`src/rtl/uart_iid_pkg.sv`:
```
package uart_iid_pkg;

    typedef enum logic [3:0] {
        IID_NONE = 4'b0001,
        IID_LS   = 4'b0110,
        IID_RDA  = 4'b0100,
        IID_CTO  = 4'b1100,
        IID_THRE = 4'b0010
    } iid_e;

    localparam int N_SRC    = 4;
    localparam int SRC_LS   = 0;
    localparam int SRC_RDA  = 1;
    localparam int SRC_CTO  = 2;
    localparam int SRC_THRE = 3;

    localparam int N_ERR = 4;

endpackage

```
`src/rtl/uart_iid_tmo.sv`:
```
module uart_iid_tmo #(
    parameter int CNT_W     = 5,
    parameter int TMO_TICKS = 640
) (
    input  logic             clk,
    input  logic             rst_n,
    input  logic [CNT_W-1:0] rx_cnt,
    input  logic             rx_rd,
    input  logic             rx_wr,
    input  logic             tick,
    output logic             cto
);
    localparam int TW = (TMO_TICKS > 2) ? $clog2(TMO_TICKS) : 1;
    localparam logic [TW-1:0] LAST = TW'(TMO_TICKS - 1);

    typedef struct packed {
        logic [TW-1:0] tmr;
        logic          cto;
    } tmo_st_t;

    tmo_st_t st_d, st_q;

    logic activity;
    logic fifo_empty;

    always_comb begin
        activity   = rx_rd | rx_wr;
        fifo_empty = (rx_cnt == '0);
        st_d       = st_q;
        if (activity || fifo_empty) begin
            st_d.tmr = '0;
            st_d.cto = 1'b0;
        end else if (tick && !st_q.cto) begin
            if (st_q.tmr == LAST) begin
                st_d.tmr = '0;
                st_d.cto = 1'b1;
            end else begin
                st_d.tmr = st_q.tmr + 1'b1;
            end
        end
    end

    always_ff @(posedge clk or negedge rst_n) begin
        if (!rst_n) begin
            st_q <= '0;
        end else begin
            st_q <= st_d;
        end
    end

    assign cto = st_q.cto;


    tmo_clear_chk: assert property (@(posedge clk) disable iff (!rst_n)
        (rx_rd || rx_wr) |=> !cto);


    tmo_empty_chk: assert property (@(posedge clk) disable iff (!rst_n)
        (rx_cnt == '0) |=> !cto);


    tmo_tick_chk: assert property (@(posedge clk) disable iff (!rst_n)
        !cto ##1 cto |-> $past(tick));


    tmo_range_chk: assert property (@(posedge clk) disable iff (!rst_n)
        st_q.tmr <= LAST);

endmodule

```
`src/rtl/uart_iid_src.sv`:
```
module uart_iid_src
    import uart_iid_pkg::*;
(
    input  logic             clk,
    input  logic             rst_n,
    input  logic [N_ERR-1:0] rx_err,
    input  logic             lsr_rd,
    input  logic             tx_empty,
    input  logic             thr_wr,
    input  logic             iir_rd,
    input  logic             thre_shown,
    output logic             ls,
    output logic             thre
);
    typedef struct packed {
        logic ls;
        logic thre;
        logic armed;
        logic empty_prev;
    } src_st_t;

    src_st_t st_d, st_q;

    logic any_err;
    logic empty_rise;

    always_comb begin
        any_err    = |rx_err;
        empty_rise = tx_empty & ~st_q.empty_prev;
        st_d       = st_q;

        st_d.empty_prev = tx_empty;
        st_d.armed      = st_q.armed | thr_wr;

        if (any_err) begin
            st_d.ls = 1'b1;
        end else if (lsr_rd) begin
            st_d.ls = 1'b0;
        end

        if (thr_wr) begin
            st_d.thre = 1'b0;
        end else if (st_q.armed && empty_rise) begin
            st_d.thre = 1'b1;
        end else if (iir_rd && thre_shown) begin
            st_d.thre = 1'b0;
        end
    end

    always_ff @(posedge clk or negedge rst_n) begin
        if (!rst_n) begin
            st_q <= '{ls: 1'b0, thre: 1'b0, armed: 1'b0, empty_prev: 1'b1};
        end else begin
            st_q <= st_d;
        end
    end

    assign ls   = st_q.ls;
    assign thre = st_q.thre;


    ls_set_chk: assert property (@(posedge clk) disable iff (!rst_n)
        (|rx_err) |=> ls);


    ls_clr_chk: assert property (@(posedge clk) disable iff (!rst_n)
        (lsr_rd && !(|rx_err)) |=> !ls);


    thre_arm_chk: assert property (@(posedge clk) disable iff (!rst_n)
        !st_q.armed |-> !thre);


    thre_wr_chk: assert property (@(posedge clk) disable iff (!rst_n)
        thr_wr |=> !thre);


    thre_keep_chk: assert property (@(posedge clk) disable iff (!rst_n)
        (thre && iir_rd && !thre_shown && !thr_wr) |=> thre);

endmodule

```
`src/rtl/uart_iid_arb.sv`:
```
module uart_iid_arb
    import uart_iid_pkg::*;
#(
    parameter int CNT_W = 5,
    parameter int TRIG0 = 1,
    parameter int TRIG1 = 4,
    parameter int TRIG2 = 8,
    parameter int TRIG3 = 14
) (
    input  logic             clk,
    input  logic             rst_n,
    input  logic [CNT_W-1:0] rx_cnt,
    input  logic [1:0]       trig_sel,
    input  logic             ls,
    input  logic             cto,
    input  logic             thre,
    input  logic [N_SRC-1:0] en,
    output logic [3:0]       iid
);
    localparam logic [CNT_W-1:0] LVL0 = CNT_W'(TRIG0);
    localparam logic [CNT_W-1:0] LVL1 = CNT_W'(TRIG1);
    localparam logic [CNT_W-1:0] LVL2 = CNT_W'(TRIG2);
    localparam logic [CNT_W-1:0] LVL3 = CNT_W'(TRIG3);

    logic [CNT_W-1:0] level;
    logic             rda_raw;
    logic [N_SRC-1:0] raw;
    logic [N_SRC-1:0] act;
    iid_e             code;

    always_comb begin
        unique case (trig_sel)
            2'd0:    level = LVL0;
            2'd1:    level = LVL1;
            2'd2:    level = LVL2;
            default: level = LVL3;
        endcase
        rda_raw = (rx_cnt >= level);
    end

    always_comb begin
        raw           = '0;
        raw[SRC_LS]   = ls;
        raw[SRC_RDA]  = rda_raw;
        raw[SRC_CTO]  = cto;
        raw[SRC_THRE] = thre;
    end

    for (genvar g = 0; g < N_SRC; g++) begin : g_mask
        assign act[g] = raw[g] & en[g];
    end

    always_comb begin
        if (act[SRC_LS]) begin
            code = IID_LS;
        end else if (act[SRC_RDA]) begin
            code = IID_RDA;
        end else if (act[SRC_CTO]) begin
            code = IID_CTO;
        end else if (act[SRC_THRE]) begin
            code = IID_THRE;
        end else begin
            code = IID_NONE;
        end
    end

    assign iid = code;


    iid_code_chk: assert property (@(posedge clk) disable iff (!rst_n)
        (iid == 4'b0001) || (iid == 4'b0110) || (iid == 4'b0100) ||
        (iid == 4'b1100) || (iid == 4'b0010));


    iid_bit0_chk: assert property (@(posedge clk) disable iff (!rst_n)
        iid[0] == !(ls && en[0] || cto && en[2] || thre && en[3] || rda_raw && en[1]));


    ls_top_chk: assert property (@(posedge clk) disable iff (!rst_n)
        (ls && en[0]) |-> (iid == 4'b0110));


    mask_all_chk: assert property (@(posedge clk) disable iff (!rst_n)
        (en == '0) |-> (iid == 4'b0001));

endmodule

```
`src/rtl/uart_iid.sv`:
```
module uart_iid
    import uart_iid_pkg::*;
#(
    parameter int CNT_W     = 5,
    parameter int TMO_TICKS = 640,
    parameter int TRIG0     = 1,
    parameter int TRIG1     = 4,
    parameter int TRIG2     = 8,
    parameter int TRIG3     = 14
) (
    input  logic             clk,
    input  logic             rst_n,
    input  logic [3:0]       rx_err_i,
    input  logic [CNT_W-1:0] rx_cnt_i,
    input  logic             rx_rd_i,
    input  logic             rx_wr_i,
    input  logic             tx_empty_i,
    input  logic             thr_wr_i,
    input  logic [1:0]       trig_sel_i,
    input  logic             baud_tick_i,
    input  logic             lsr_rd_i,
    input  logic             iir_rd_i,
    input  logic [3:0]       irq_en_i,
    output logic [3:0]       iid_o,
    output logic             irq_o,
    output logic             cto_o
);
    logic       cto_flag;
    logic       ls_flag;
    logic       thre_flag;
    logic [3:0] iid;
    logic       thre_shown;

    uart_iid_tmo #(
        .CNT_W     (CNT_W),
        .TMO_TICKS (TMO_TICKS)
    ) u_tmo (
        .clk    (clk),
        .rst_n  (rst_n),
        .rx_cnt (rx_cnt_i),
        .rx_rd  (rx_rd_i),
        .rx_wr  (rx_wr_i),
        .tick   (baud_tick_i),
        .cto    (cto_flag)
    );

    assign thre_shown = (iid == IID_THRE);

    uart_iid_src u_src (
        .clk        (clk),
        .rst_n      (rst_n),
        .rx_err     (rx_err_i),
        .lsr_rd     (lsr_rd_i),
        .tx_empty   (tx_empty_i),
        .thr_wr     (thr_wr_i),
        .iir_rd     (iir_rd_i),
        .thre_shown (thre_shown),
        .ls         (ls_flag),
        .thre       (thre_flag)
    );

    uart_iid_arb #(
        .CNT_W (CNT_W),
        .TRIG0 (TRIG0),
        .TRIG1 (TRIG1),
        .TRIG2 (TRIG2),
        .TRIG3 (TRIG3)
    ) u_arb (
        .clk      (clk),
        .rst_n    (rst_n),
        .rx_cnt   (rx_cnt_i),
        .trig_sel (trig_sel_i),
        .ls       (ls_flag),
        .cto      (cto_flag),
        .thre     (thre_flag),
        .en       (irq_en_i),
        .iid      (iid)
    );

    assign iid_o = iid;
    assign irq_o = ~iid[0];
    assign cto_o = cto_flag;


    rst_idle_chk: assert property (@(posedge clk)
        !rst_n |-> (iid_o == 4'b0001) && !irq_o && !cto_o);

endmodule

```
`config.mk`:
```
export PLATFORM = sky130hd
export DESIGN_NAME = uart_iid
export DESIGN_NICKNAME = d
export VERILOG_FILES = /design/src/rtl/uart_iid_pkg.sv /design/src/rtl/uart_iid_tmo.sv /design/src/rtl/uart_iid_src.sv /design/src/rtl/uart_iid_arb.sv /design/src/rtl/uart_iid.sv
export SDC_FILE = /design/constraint.sdc
export NUM_CORES = 1
export LEC_CHECK = 0
export ABC_AREA = 1
export ABC_CLOCK_PERIOD_IN_PS = 2000
export BUFFER_PORTS_ARGS = -buffer_cell sky130_fd_sc_hd__buf_2
export CORE_AREA = 4 4 68 70
export CTS_CLUSTER_DIAMETER = 60
export CTS_CLUSTER_SIZE = 12
export DETAILED_ROUTE_END_ITERATION = 16
export DIE_AREA = 0 0 72 74
export PLACE_DENSITY = 0.52
export SETUP_SLACK_MARGIN = 0.4
export SLEW_MARGIN = 0
export SYNTH_ARGS = -nofsm -noshare
export SYNTH_HDL_FRONTEND = slang
export SYNTH_SLANG_ARGS = --single-unit
```
`constraint.sdc`:
```
create_clock -name clk -period 2 [get_ports clk]
set_clock_uncertainty 0.2 [all_clocks]
set_input_delay 0.4 -clock clk [delete_from_list [all_inputs] [get_ports clk]]
set_output_delay 0.4 -clock clk [all_outputs]
set_load 0.005 [all_outputs]
```
==> run summary, run 1 <==
Counting along the longest clock path gives a buffer depth of 2. The fraction of the cycle the final worst path needs is 1.01. Walking the worst path, the cells encountered are buf_12 -> nor2_4 -> ha_4 -> inv_2 -> nand2_1 -> nand2_1 -> nand3_2 -> nand2_2 -> nand4_1 -> inv_1 -> buf_2. The most congested layer reported by global routing is met2. The number of setup violations in the final report is 3. Leaving out fill and tap cells, the most frequent cell in the layout is sky130_fd_sc_hd__buf_2. After detailed routing, the number of remaining DRC violations is 0.

The total count of hold-check failures in the final report was 0. TritonCTS built the clock tree. Static timing analysis puts the maximum clock frequency at 0.494 GHz. Synthesis produced a netlist with a net count of 158. The final design instance area without fill was 1430 µm²; the count of input and output buffers was 29. Worst relative slew slack: 0.773. The number of antenna diodes in the final layout is 0.

Clock tree synthesis found a total of 15 sinks. The logs give 981 for the via count of the first global-routing pass and 0.111 for the global-route met1 utilization. Counting distinct cell types in the post-synthesis netlist gives 27. Max-cap violations in this run came to 0.

After clock tree synthesis, the clock-pin slew on the worst setup and hold paths is 60 ps. Setup repair after global routing could not meet its margin everywhere. The first global-routing pass estimated 4.02 mm of wire.

The logs give 0.755 for the final RePlAce weighted congestion and 129 for the post-synthesis cell count. The flow ran to the end, but the final reports show violations. After global routing the overflow that remains totals 0. STA puts the critical path data required time at 1400 ps. The number of antenna violations at the first check in global routing was 0. The per-cell routed wire length is 10.9 µm, and the time the worst path needs with I/O delays and setup is 2030 ps. The finished layout holds 217 standard cells, fillers aside.

Dividing total power by cell area gives a power density of 491 nW/µm². The wire-length estimate of the detail-placed layout is 1.87 mm. For this design the top-level I/O count stands at 30. The tools report the initial standard-cell utilization of the core as 0.247.

The first TritonRoute pass finished after 2 iterations. The routed design has 2.36 mm of wire. The standard-cell row count is 23. The root buffer cell chosen for the clock tree is sky130_fd_sc_hd__clkbuf_8. The fraction of final layout cells with drive strength greater than 1 was 0.461; the H-tree depth was 1. The logs give 0.0974 for the global routing usage summed across all routing layers and 208 for the number of placed instances, taps included. The static leakage was 0.000647 µW; the top fanout value on the critical path was 4.

Measured along the y axis, the die boundary spans 74 µm. The met3 track demand over resource in global routing is 0.0203, and the synthesized flop and latch total is 15. Each instance of the synthesized netlist takes up on average 7.59 µm². The total power after layout is 700 µW, and the worst-margin pin slew is 341 ps. The number of max-slew violations in the final report came out at 0. The latest clock arrival within the worst-skew pair came out at 250 ps. The critical path in this run is classified as in -> out.

Leaving out fill and tap cells, the most frequent cells in the layout are sky130_fd_sc_hd__buf_2 (27), sky130_fd_sc_hd__nand2_1 (22), sky130_fd_sc_hd__inv_1 (15). By area the synthesized netlist is led by sky130_fd_sc_hd__dfrtp_1 (36%), sky130_fd_sc_hd__nand2_1 (11%), sky130_fd_sc_hd__inv_1 (7.7%). Adding up every negative setup slack in the final design gives -32.1 ps. For the share of the core filled with cells, the log shows 0.359.

The delay of the slowest critical-path stage is 200 ps. STA classifies the critical path endpoint as an output port. The area share of the leading cell type in the synthesized netlist works out to 0.358.

Among the stages of the critical path, the cell type that occurs most often is sky130_fd_sc_hd__nand2_1. During synthesis, Yosys emitted a total of 0 warnings. The checks that failed: setup timing. The detail route stage leaves a number of antenna-violating nets equal to 0. The fraction of the yosys area taken by sequential cells came out at 0.384.

The run gives 17 as the initial DRC count. The fraction of met2 tracks used by global routing was 0.170. The cell type contributing the most total cell area after synthesis is sky130_fd_sc_hd__dfrtp_1. Width of the die: 72 µm.

The slowest cell on the critical path is sky130_fd_sc_hd__ha_4. The arrival time of data at the critical path endpoint is 1430 ps. Entering global routing, the biggest net connects 16 pins. After floorplanning, the core was sized to cover 3970 µm². The area growth from synthesis to layout is 45.6%.

The instance area at placement was 1250 µm²; the post-synth design cell area was 980 µm². Using the TritonRoute via totals, the vias-per-cell ratio works out to 4.47. In this run the worst hold path is classified as in -> reg. For this run, the post-layout net count is 197. Detailed routing inserted a total of 969 vias. The final worst-path setup slack was -25.8 ps; the die area was 5330 µm². The critical path launch point type is a primary input. The maximum vdd drop was 0.000261 V. In this run, CTS created clock tree buffers numbering 3.
[where the power goes]
group	internal (µW)	leakage, µW	switching (µW)
clock network	141	0.0000228	104
registers	310	0.000192	3.41
logic	63.3	0.000432	78.0
[routing by layer]
layer  up-vias  part of all wire
met4         0             0.025
met3         5             0.027
li1        494                 -
met5         -                 0
met1       451              0.43
met2        19              0.52
[registers in the layout, summed over array words and instances (netlist names)]
register,count
u_src.st_q,2
u_tmo.cto,1
u_src.ls,1
u_tmo.st_q,10
u_src.thre,1
[through the flow]
step,hold WS (ps),setup WS [ps]
floorplan,-95.6,177
global placement,123,-186
detailed placement,126,-191
CTS,45.1,-23.5
global route,46.7,-132
finish,55.2,-25.8
[path summary, 6_finish.rpt]
| check | from | end | slack [ps] | cells past startpoint |
|---|---|---|---|---|
| hold / removal | tx_empty_i | u_src.st_q[0]$_DFF_PN1_ | 60 | 1 |
| min in group asynchronous | rst_n | u_tmo.st_q[6]$_DFFE_PN0P_ | 390 | 2 |
| max in group asynchronous | rst_n | u_src.st_q[0]$_DFF_PN1_ | 920 | 2 |
| hold reg to reg | u_src.st_q[1]$_DFF_PN0_ | u_src.st_q[1]$_DFF_PN0_ | 280 | 1 |
| setup / recovery | trig_sel_i[0] | iid_o[0] | -30 | 11 |
| setup reg to reg | u_tmo.st_q[1]$_DFFE_PN0P_ | u_tmo.st_q[4]$_DFFE_PN0P_ | 430 | 8 |
[cells by family (layout without fill, tap and decap cells)]
kind of cell / after synthesis / in the layout / share of synthesized area
fa+ha+maj: 5 / 5 / 0.0639
xor+xnor: 1 / 1 / 0.00894
simple gates: 71 / 71 / 0.372
buf+inv: 22 / 60 / 0.0868
flops: 15 / 15 / 0.384
compound gates: 15 / 15 / 0.0843
[synthesized netlist by cell type, drive strengths merged]
cell type  count
nor3b          1
xor2           1
a221oi         1
nand2         35
nand3b         2
ha             5
a21oi          6
nor2          14
or2            1
nor4           1
nand4          6
o21ai          8
nor3           4
inv           22
nand3          7
dfstp          1
dfrtp         14
[critical path, delay by kind of cell]
| kind | cells | cell delay [ps] |
|---|---|---|
| buf+inv | 4 | 330 |
| simple gates | 6 | 500 |
| fa+ha+maj | 1 | 200 |
[cell type report]
type                       count  area [µm²]
sequential                    15         378
inverter                      22        87.6
multi-input combinational     92         643
clock buffer                   4        45.0
timing repair buffer          34         210
tap                           50        62.6
fill                         440        2540
[repair_timing]
action,in CTS,in global routing
setup buffers,2,2
hold buffers,1,0
cloned,0,0
pin swaps,11,13
setup endpoints to repair,7,14
endpoints found under the hold margin,14,0
resized for setup,15,14
No activity file was read; power rests on OpenSTA's default activity.
==> run 2, diff against run 1 <==
--- a/config.mk
+++ b/config.mk
@@ -14,8 +14,8 @@
 export DETAILED_ROUTE_END_ITERATION = 16
 export DIE_AREA = 0 0 72 74
 export PLACE_DENSITY = 0.52
+export RECOVER_POWER = 25
 export SETUP_SLACK_MARGIN = 0.4
-export SLEW_MARGIN = 0
 export SYNTH_ARGS = -nofsm -noshare
 export SYNTH_HDL_FRONTEND = slang
 export SYNTH_SLANG_ARGS = --single-unit
==> run summary, run 2 (same netlist as run 1, synthesis figures left out) <==
Traced cell by cell, the critical path runs through buf_12 -> nor2_4 -> ha_4 -> inv_2 -> nand2_1 -> nand2_1 -> nand3_2 -> nand2_2 -> nand4_1 -> inv_1 -> buf_2. In the final layout, the registers with the most flip-flops are u_tmo.st_q x10, u_src.st_q x2. The filler cell count in the final layout was 441 (+0.23%); the final worst-path setup slack was -25.8 ps (unchanged). The number of search-and-repair iterations in the first detailed-routing pass was 2 (unchanged). The tools report the sum of net half-perimeters after detailed placement as 1.87 mm (unchanged). The worst relative slew slack is 0.457 (-0.316), and the worst-case setup slack after placement is -191 ps (unchanged).

For the global-route met1 utilization, the log shows 0.111 (unchanged). The logs give 4.02 mm (unchanged) for the wire length of the first global-routing pass and 0 (unchanged) for the total count of hold-check failures in the final report. The checks that failed: setup timing. The internal power came out at 514 µW (about the same). The per-cell routed wire length was 10.9 µm (about the same). On the critical path, the stage with the largest delay is an instance of sky130_fd_sc_hd__ha_4.

The core footprint is 3970 µm² (unchanged), and the total power after layout is 700 µW (about the same). TritonCTS built the clock tree. The run gives 3 (unchanged) as the number of setup violations in the final report.

The maximum vdd drop was 0.000261 V (about the same); the switching power total was 186 µW (about the same). The logs give 981 (unchanged) for the via count of the first global-routing pass and -32.1 ps (unchanged) for the aggregate negative setup slack. Most common library cell in the layout ignoring fill and taps: sky130_fd_sc_hd__buf_2. The logs give 0 (unchanged) for the number of diodes and 1400 ps (about the same) for the required time at the worst-slack endpoint. In this run the worst setup path begins at trig_sel_i[0]. For the total CTS buffers, the log shows 3 (unchanged). The count of input and output buffers was 29 (unchanged).

In the layout the commonest cells are sky130_fd_sc_hd__buf_2 (26), sky130_fd_sc_hd__nand2_1 (22), sky130_fd_sc_hd__inv_1 (15). The share of the core filled with cells was 0.359 (about the same); the clock-pin transition on the worst setup and hold timing paths was 60 ps (about the same). The H-tree depth is 1 (unchanged), and the static leakage is 0.000644 µW (-0.43%).

The run gives 0 (unchanged) as the number of nets still failing antenna checks after routing. The worst setup path is launched from a primary input. The most congested layer reported by global routing was met2. Among the stages of the critical path, the cell type that occurs most often is sky130_fd_sc_hd__nand2_1.

Setup repair after global routing could not meet its margin everywhere. Overflow left after global routing: 0 (unchanged). The run gives 2.36 mm (about the same) as the total length of routed wires. The remaining design rule violation count came out at 0 (unchanged). The die extent in y is 74 µm (unchanged), and the total number of clock tree sinks is 15 (unchanged).

Number of antenna violations at the first check in global routing: 0 (unchanged). Proportion of power drawn by combinational gates: 0.202 (about the same). Most flop-heavy register: u_tmo.st_q. For the power share of the sequential group, the log shows 0.448 (about the same). Startpoint of the worst-slack reg-to-reg timing path: u_tmo.st_q[1]$_DFFE_PN0P_. For the largest net degree at the start of global routing, the log shows 16 (unchanged). Fraction of final layout cells with drive strength greater than 1: 0.455 (-0.00599). The number of flip-flops under the largest register name is 10 (unchanged), and the worst-margin pin slew is 814 ps (+473 ps).

The standard-cell row count was 23 (unchanged). The met3 track demand over resource in global routing was 0.0203 (unchanged); the width of the die was 72 µm (unchanged). In this run the most critical hold path is launched from tx_empty_i. The top fanout value on the critical path was 4 (unchanged); the global routing usage summed across all routing layers was 0.0974 (unchanged). The number of max-slew violations in the final report was 0 (unchanged); the total number of vias was 969 (unchanged).

The total of max-cap violations came out at 0 (unchanged). The fraction of power consumed by the clock network is 0.351 (about the same). The initial standard-cell utilization of the core was 0.247 (unchanged); the fraction of the cycle the final worst path needs was 1.01 (unchanged).

The tools report the number of nets in the final layout as 197 (unchanged). Final RePlAce weighted congestion: 0.755 (unchanged). The initial DRC count was 16 (-1); the peak clock frequency supported by timing was 0.494 GHz (unchanged). The average via count per standard cell works out to 4.47 (unchanged). The worst setup path is of the in -> out kind.

The maximum buffer depth of the clock tree was 2 (unchanged); the time the worst path needs with I/O delays and setup was 2030 ps (unchanged). The run finished, with violations left. The class of the tightest hold or removal check is in -> reg. For the sequential cell area in the final layout, the log shows 378 µm² (unchanged).

The power per cell area came out at 491 nW/µm² (about the same). The cell at the root of the clock tree is sky130_fd_sc_hd__clkbuf_8. The latest clock arrival within the worst-skew pair was 250 ps (about the same); the switching power as a share of total power was 0.265 (about the same). The run gives 5330 µm² (unchanged) as the die area.

The logs give 30 (unchanged) for the boundary pin count and 1430 ps (about the same) for the arrival time of data at the critical path endpoint. STA classifies the critical path endpoint as an output port. The growth of design area from synthesis to finish was 45.5% (about the same). Delay of the slowest critical-path stage: 200 ps (about the same).

The fraction of met2 tracks used by global routing came out at 0.170 (unchanged). The tools report the area of combinational cells with multiple inputs as 643 µm² (unchanged).
run 2: metal layers:
layer | part of all wire | vias up
li1 | - | 494
met4 | 0.025 | 0
met2 | 0.52 | 19
met1 | 0.43 | 451
met3 | 0.027 | 5
met5 | 0 | -
run 2: what timing repair did:
| item | CTS | global route |
|---|---|---|
| hold endpoints to repair | 14 | 0 |
| resized for setup | 15 | 14 |
| buffers inserted | 2 | 2 |
| pin swaps | 11 | 13 |
| setup endpoints to repair | 7 | 14 |
| hold buffers | 1 | 0 |
run 2: final cells by class:
| type | count | area share |
|---|---|---|
| Inverter | 22 | 0.0615 |
| Clock buffer | 4 | 0.0316 |
| Timing Repair Buffer | 34 | 0.147 |
| Sequential cell | 15 | 0.265 |
| Multi-Input combinational cell | 92 | 0.451 |
| Tap cell | 50 | 0.0439 |
run 2: worst max-delay path, delay by kind of cell:
| kind | cells | cell delay (ps) |
|---|---|---|
| adders and majority gates | 1 | 200 |
| and+or+nand+nor | 6 | 500 |
| buffers and inverters | 4 | 330 |
run 2: path summary, 6_finish.rpt:
check	cells past startpoint	endpoint	slack, ps
max in group asynchronous	2	u_tmo.st_q[5]$_DFFE_PN0P_	490
max reg2reg	8	u_tmo.st_q[4]$_DFFE_PN0P_	430
min reg2reg	1	u_src.st_q[1]$_DFF_PN0_	280
min in group asynchronous	2	u_tmo.st_q[6]$_DFFE_PN0P_	560
min	1	u_src.st_q[0]$_DFF_PN1_	60
max	11	iid_o[0]	-30
run 2: power groups by stage:
| stage | Clock [µW] | Sequential [µW] | Combinational [µW] |
|---|---|---|---|
| after floorplan | 0 | 318 | 61.7 |
| final | 245 | 313 | 141 |
| after global routing | 271 | 313 | 157 |
| after global placement | 0 | 318 | 116 |
| after CTS | 261 | 313 | 134 |
| after detailed placement | 0 | 319 | 119 |
run 2: stage by stage:
stage,hold slack [ps],instances,instance area [µm²]
finish,55.2,217,1430
detailed placement,126,208,1250
global route,46.7,217,1430
global placement,123,208,1250
floorplan,-95.6,129,1040
CTS,45.1,215,1380
